[src/rtl/pixel_demux_pkg.sv]
package pixel_demux_pkg;

  // A pair ends after the second pixel in dual mode, after every pixel in single mode.
  function automatic logic pair_end_f(input logic dual, input logic slot);
    return !dual || slot;
  endfunction

  // Slot of the next pixel: 0 = port A half of a pair, 1 = port B half.
  function automatic logic next_slot_f(input logic dual, input logic slot);
    return dual && !slot;
  endfunction

  // Dual-mode data clock level for the period after capturing a pixel in this slot.
  function automatic logic dual_dclk_f(input logic slot, input logic simul);
    return slot ^ simul;
  endfunction

endpackage

[src/rtl/pxd_pair_ctrl.sv]
module pxd_pair_ctrl #(
  parameter logic RST_DUAL  = 1'b1,
  parameter logic RST_SIMUL = 1'b1
) (
  input  logic clk,
  input  logic rst_n,
  input  logic cfg_dual,
  input  logic cfg_simul,
  output logic slot,
  output logic cur_dual,
  output logic cur_simul,
  output logic pair_end
);
  import pixel_demux_pkg::*;

  assign pair_end = pair_end_f(cur_dual, slot);

  always_ff @(posedge clk or negedge rst_n) begin
    if (!rst_n) begin
      slot      <= 1'b0;
      cur_dual  <= RST_DUAL;
      cur_simul <= RST_SIMUL;
    end else begin
      slot <= next_slot_f(cur_dual, slot);
      if (pair_end) begin
        cur_dual  <= cfg_dual;
        cur_simul <= cfg_simul;
      end
    end
  end
endmodule

[src/rtl/pxd_lane.sv]
module pxd_lane #(
  parameter int W = 8
) (
  input  logic         clk,
  input  logic         rst_n,
  input  logic [W-1:0] d,
  input  logic         slot,
  input  logic         cur_dual,
  input  logic         cur_simul,
  output logic [W-1:0] a,
  output logic [W-1:0] b
);
  logic [W-1:0] hold_a;

  always_ff @(posedge clk or negedge rst_n) begin
    if (!rst_n) begin
      a      <= '0;
      b      <= '0;
      hold_a <= '0;
    end else if (!cur_dual) begin
      a <= d;
    end else if (!slot) begin
      if (cur_simul) hold_a <= d;
      else           a      <= d;
    end else begin
      b <= d;
      if (cur_simul) a <= hold_a;
    end
  end
endmodule

[src/rtl/pxd_dclk_gen.sv]
module pxd_dclk_gen (
  input  logic clk,
  input  logic rst_n,
  input  logic slot,
  input  logic cur_dual,
  input  logic cur_simul,
  output logic dclk
);
  import pixel_demux_pkg::*;

  logic tog_p;
  logic tog_n;
  logic dual_lvl;
  logic single_q;

  always_ff @(posedge clk or negedge rst_n) begin
    if (!rst_n) begin
      tog_p    <= 1'b0;
      dual_lvl <= 1'b0;
      single_q <= 1'b0;
    end else begin
      tog_p    <= ~tog_p;
      dual_lvl <= cur_dual & dual_dclk_f(slot, cur_simul);
      single_q <= ~cur_dual;
    end
  end

  always_ff @(negedge clk or negedge rst_n) begin
    if (!rst_n) tog_n <= 1'b0;
    else        tog_n <= tog_p;
  end

  // Single mode: low from rising edge to falling edge, high afterwards.
  assign dclk = single_q ? ~(tog_p ^ tog_n) : dual_lvl;
endmodule

[src/rtl/pixel_demux.sv]
module pixel_demux #(
  parameter int   CH_W      = 8,
  parameter int   N_CH      = 3,
  parameter logic RST_DUAL  = 1'b1,
  parameter logic RST_SIMUL = 1'b1,
  localparam int  PIX_W     = CH_W * N_CH
) (
  input  logic             clk,
  input  logic             rst_n,
  input  logic             cfg_dual,
  input  logic             cfg_simul,
  input  logic [PIX_W-1:0] pix_in,
  output logic [PIX_W-1:0] port_a,
  output logic [PIX_W-1:0] port_b,
  output logic             port_b_oe,
  output logic             dclk
);
  logic slot;
  logic cur_dual;
  logic cur_simul;
  logic pair_end;

  pxd_pair_ctrl #(.RST_DUAL(RST_DUAL), .RST_SIMUL(RST_SIMUL)) u_ctrl (
    .clk(clk), .rst_n(rst_n), .cfg_dual(cfg_dual), .cfg_simul(cfg_simul),
    .slot(slot), .cur_dual(cur_dual), .cur_simul(cur_simul), .pair_end(pair_end)
  );

  for (genvar c = 0; c < N_CH; c++) begin : g_lane
    pxd_lane #(.W(CH_W)) u_lane (
      .clk(clk), .rst_n(rst_n),
      .d(pix_in[c*CH_W +: CH_W]),
      .slot(slot), .cur_dual(cur_dual), .cur_simul(cur_simul),
      .a(port_a[c*CH_W +: CH_W]),
      .b(port_b[c*CH_W +: CH_W])
    );
  end

  always_ff @(posedge clk or negedge rst_n) begin
    if (!rst_n) port_b_oe <= 1'b0;
    else        port_b_oe <= cur_dual;
  end

  pxd_dclk_gen u_dclk (
    .clk(clk), .rst_n(rst_n), .slot(slot), .cur_dual(cur_dual),
    .cur_simul(cur_simul), .dclk(dclk)
  );
endmodule

[config.mk]
export PLATFORM = sky130hd
export DESIGN_NAME = pixel_demux
export DESIGN_NICKNAME = d
export VERILOG_FILES = /design/src/rtl/pixel_demux_pkg.sv /design/src/rtl/pxd_pair_ctrl.sv /design/src/rtl/pxd_lane.sv /design/src/rtl/pxd_dclk_gen.sv /design/src/rtl/pixel_demux.sv
export SDC_FILE = /design/constraint.sdc
export NUM_CORES = 1
export LEC_CHECK = 0
export BUFFER_PORTS_ARGS = -buffer_cell sky130_fd_sc_hd__buf_4
export CELL_PAD_IN_SITES_DETAIL_PLACEMENT = 1
export CELL_PAD_IN_SITES_GLOBAL_PLACEMENT = 1
export CORE_ASPECT_RATIO = 1.2
export CORE_UTILIZATION = 25
export DETAILED_ROUTE_END_ITERATION = 7
export PLACE_DENSITY = 0.6
export SLEW_MARGIN = 10
export SYNTH_ARGS = -nofsm -noshare
export SYNTH_HDL_FRONTEND = slang
export SYNTH_SLANG_ARGS = --single-unit
[constraint.sdc]
create_clock -name clk -period 2.9 [get_ports clk]
set_clock_uncertainty 0.15 [all_clocks]
set_input_delay 0.29 -clock clk [delete_from_list [all_inputs] [get_ports clk]]
set_output_delay 0.29 -clock clk [all_outputs]
set_load 0.005 [all_outputs]
==> results by group <==
Status
  – Outcome: finished, violations left
  – Violated checks: setup timing

Drt
  – Drt drc: 0
  – First-pass DRT Iterations: 6
  – Vias/cell: 4.58
  – Iter 0 DRT Violations: ~140
  – WL final: 8.83 mm
  – Routed Antenna Nets: 0
  – Average wire per standard cell: ~17 um
  – Total number of vias: 2341

Global routing
  – GRT overflow: 0
  – Antenna violations before repair: 0
  – Vias in the first global route: 2629
  – Pin count of the biggest net entering global routing: 46
  – First-pass GRT wire length: 14.4 mm
  – GRT Overall Usage: 12.7%

Logic synthesis
  – Cell count after synthesis: 256
  – Synth Area in XOR/XNOR: 0.247%
  – Post-synth net total: 285
  – Largest family of logic cells by synthesized area: multiplexers
  – Synth Area in Compound Gates: ~7.0%
  – Seq/Total Area, Yosys: 56.6%
  – Syn avg cell area: 13.8 sq um
  – Post-synthesis mux area share: a little under a quarter
  – Adder-Cell Fraction of Synth Area: 0.353%
  – Distinct cells, synth: 20
  – Synthesized area: 3540 sq um
  – Warnings, synthesis: 0
  – Simple-gate share of the synthesized area: under 10%
  – #FFs+latches synth: 80

Hold path
  – Worst hold start: cfg_simul
  – Hold Path Cell Cnt: 2
  – Hold WC Path Type: input port to flip-flop

Timing
  – Setup TNS: -0.167 ns
  – Final Hold Fails: 0
  – Final setup viols: 1
  – Unrepaired setup endpoints after global routing: yes
  – Slew HR: 51.6%
  – Final Slew Violations: 0
  – Final worst slack: -0.167 ns
  – WHS: 0.0506 ns
  – Worst-Margin Slew: 0.724 ns

Clock tree
  – CTS max path bufs: 2
  – H-tree depth: 3
  – CTS tree: built
  – TritonCTS Buffers: 9
  – CTS sink cnt: 80
  – Skew-Pair Late Insertion Delay: 0.33 ns
  – Clock transition at path regs: 0.06 ns
  – Root buffer cell: clkbuf_16
  – Post-CTS Setup Inserts: 0

Worst setup path
  – Reg-to-reg critical path endpoint: u_dclk.tog_n
  – Worst R2R Start: u_dclk.tog_p
  – CP Max Fanout: 1
  – Req. time, crit path: 2.46 ns
  – R2R Setup Slk: 0.74 ns
  – Critical path capture point: dclk
  – CP Launch Point: u_dclk.tog_n
  – Crit path DAT: around 2.6 ns
  – Critical Path Start Type: flip-flop
  – Path depth of the worst reg2reg path: 0
  – Worst Setup End Kind: output pin
  – Critical setup path kind: flip-flop to output pin

Floorplanning
  – Die H: 132 um
  – Ports: 78
  – Starting density of the core: 25.6%
  – Chip Width: 111 um
  – Core Area: 13800 sq um
  – DIE AREA: 14700 sq um
  – Rows: 47

Final layout
  – Filler Cell Count: approximately 1500
  – Area Growth Syn to Fin: 27.9%
  – Layout cells sized above 1: 45.6%
  – Non-Filler Instances: about 500
  – Sequential cell area: 2000 sq um
  – Final Cell Area: 4530 sq um
  – Multi-input logic area: 1270 sq um
  – # diodes: 0
  – Final nets: 364
  – Util after Layout: 32.8%

Pwr
  – Leakage: 0.00210 uW
  – PD cells: 1200 nW/um^2
  – Peak supply drop: 0.000501 V

Place
  – PortBufs: 77
  – Placed Area: 4220 sq um
  – Gp weighted congestion: 0.697
  – DP HPWL: 5.86 mm
  – Placed insts: ~490

Job
  – Max_cap viols: 0
==> power by group <==
group	internal [uW]	total [uW]	switching, uW
registers	1690	2040	351
logic	1300	2300	1000
clock network	649	1090	437
==> kinds of logic (layout without fill, tap and decap cells) <==
| logic type | Yosys count | in the layout |
|---|---|---|
| AO/OA/AOI/OAI | 25 | 25 |
| XOR/XNOR | 1 | 1 |
| adder cells (fa/ha/maj) | 1 | 1 |
| buffers and inverters | 45 | 129 |
| flip-flops | 80 | 80 |
| multiplexers | 74 | 74 |
| AND/OR/NAND/NOR | 30 | 30 |
==> area by class of cell <==
cell class	count	share of cell area (%)
timing repair buffer	86	14.4
multi-input combinational	131	28.0
clock buffer	14	6.05
inverter	27	2.24
clock inverter	2	0.276
sequential	80	44.2
tap	171	4.72
==> repair_timing <==
action / in CTS / in global routing
resized for setup: 2 / 0
hold buffers: 2 / 0
pin swaps: 1 / 0
endpoints found under the setup margin: 1 / 1
endpoints found under the hold margin: 33 / 0
==> worst min-delay path by stage <==
| stage | to | slack [ns] |
|---|---|---|
| floorplan | g_lane[0].u_lane.a[0] | -0.16 |
| global placement | g_lane[0].u_lane.b[2] | 0.26 |
| detailed placement | g_lane[0].u_lane.a[1] | 0.26 |
| CTS | u_ctrl.cur_simul | 0.04 |
| global route | u_ctrl.cur_simul | 0.04 |
| finish | u_ctrl.cur_simul | 0.05 |
==> Yosys cell counts <==
cell | instances | area share [%]
nor2b_1 | 25 | 4.4
mux2_2 | 50 | 16
dfstp_2 | 2 | 1.5
dfrtp_1 | 77 | 54
inv_1 | 27 | 2.9
mux2i_1 | 24 | 6.8
nand2_2 | 2 | 0.35
or2_2 | 1 | 0.18
a222oi_1 | 24 | 6.8
o21ai_2 | 1 | 0.25
ha_1 | 1 | 0.35
buf_12 | 2 | 1.1
and2_1 | 1 | 0.18
nor2_1 | 1 | 0.11
xnor2_1 | 1 | 0.25
buf_2 | 2 | 0.28
buf_4 | 4 | 0.85
dfrtn_1 | 1 | 0.71
clkbuf_1 | 2 | 0.21
buf_6 | 8 | 2.5
==> per-stage QoR <==
step | power (uW) | setup slack, ns
floorplan | 3520 | 0.306
global placement | 4290 | 0.177
detailed placement | 4420 | 0.163
CTS | 5560 | -0.189
global route | 5810 | -0.210
finish | 5430 | -0.167
==> cell usage in the layout (no fill, tap or decap), drive strengths merged <==
cell,n
dfrtp,77
clkinvlp,1
nor2,1
nand2,2
dfrtn,1
or2,1
xnor2,1
ha,1
and2,1
dfstp,2
o21ai,1
mux2i,24
dlygate4sd3,2
inv,27
mux2,50
a222oi,24
clkinv,1
nor2b,25
buf,84
clkbuf,14
==> critical path: stages (launching register included) <==
cell	delay [ns]
dfrtn_1	0.40
xnor2_1	0.06
mux2_4	0.26
buf_6	0.11
==> registers in the layout (all words and copies together) (netlist names) <==
register and cells:
g_lane.u_lane.a 24, g_lane.u_lane.b 24, g_lane.u_lane.hold_a 24, port_b_oe 1, u_ctrl.cur_dual 1, u_ctrl.cur_simul 1
u_ctrl.slot 1, u_dclk.dual_lvl 1, u_dclk.single_q 1, u_dclk.tog_n 1, u_dclk.tog_p 1
==> routing by layer <==
layer  vias to the layer above  part of all wire [%]  GRT usage [%]
met5                         -                     0              0
met4                         0                  0.52           4.44
met3                         2                   3.8           4.09
met2                        47                    51           21.1
met1                      1220                    44           15.5
li1                       1072                     -              -
(Power assumes the default switching activity.)
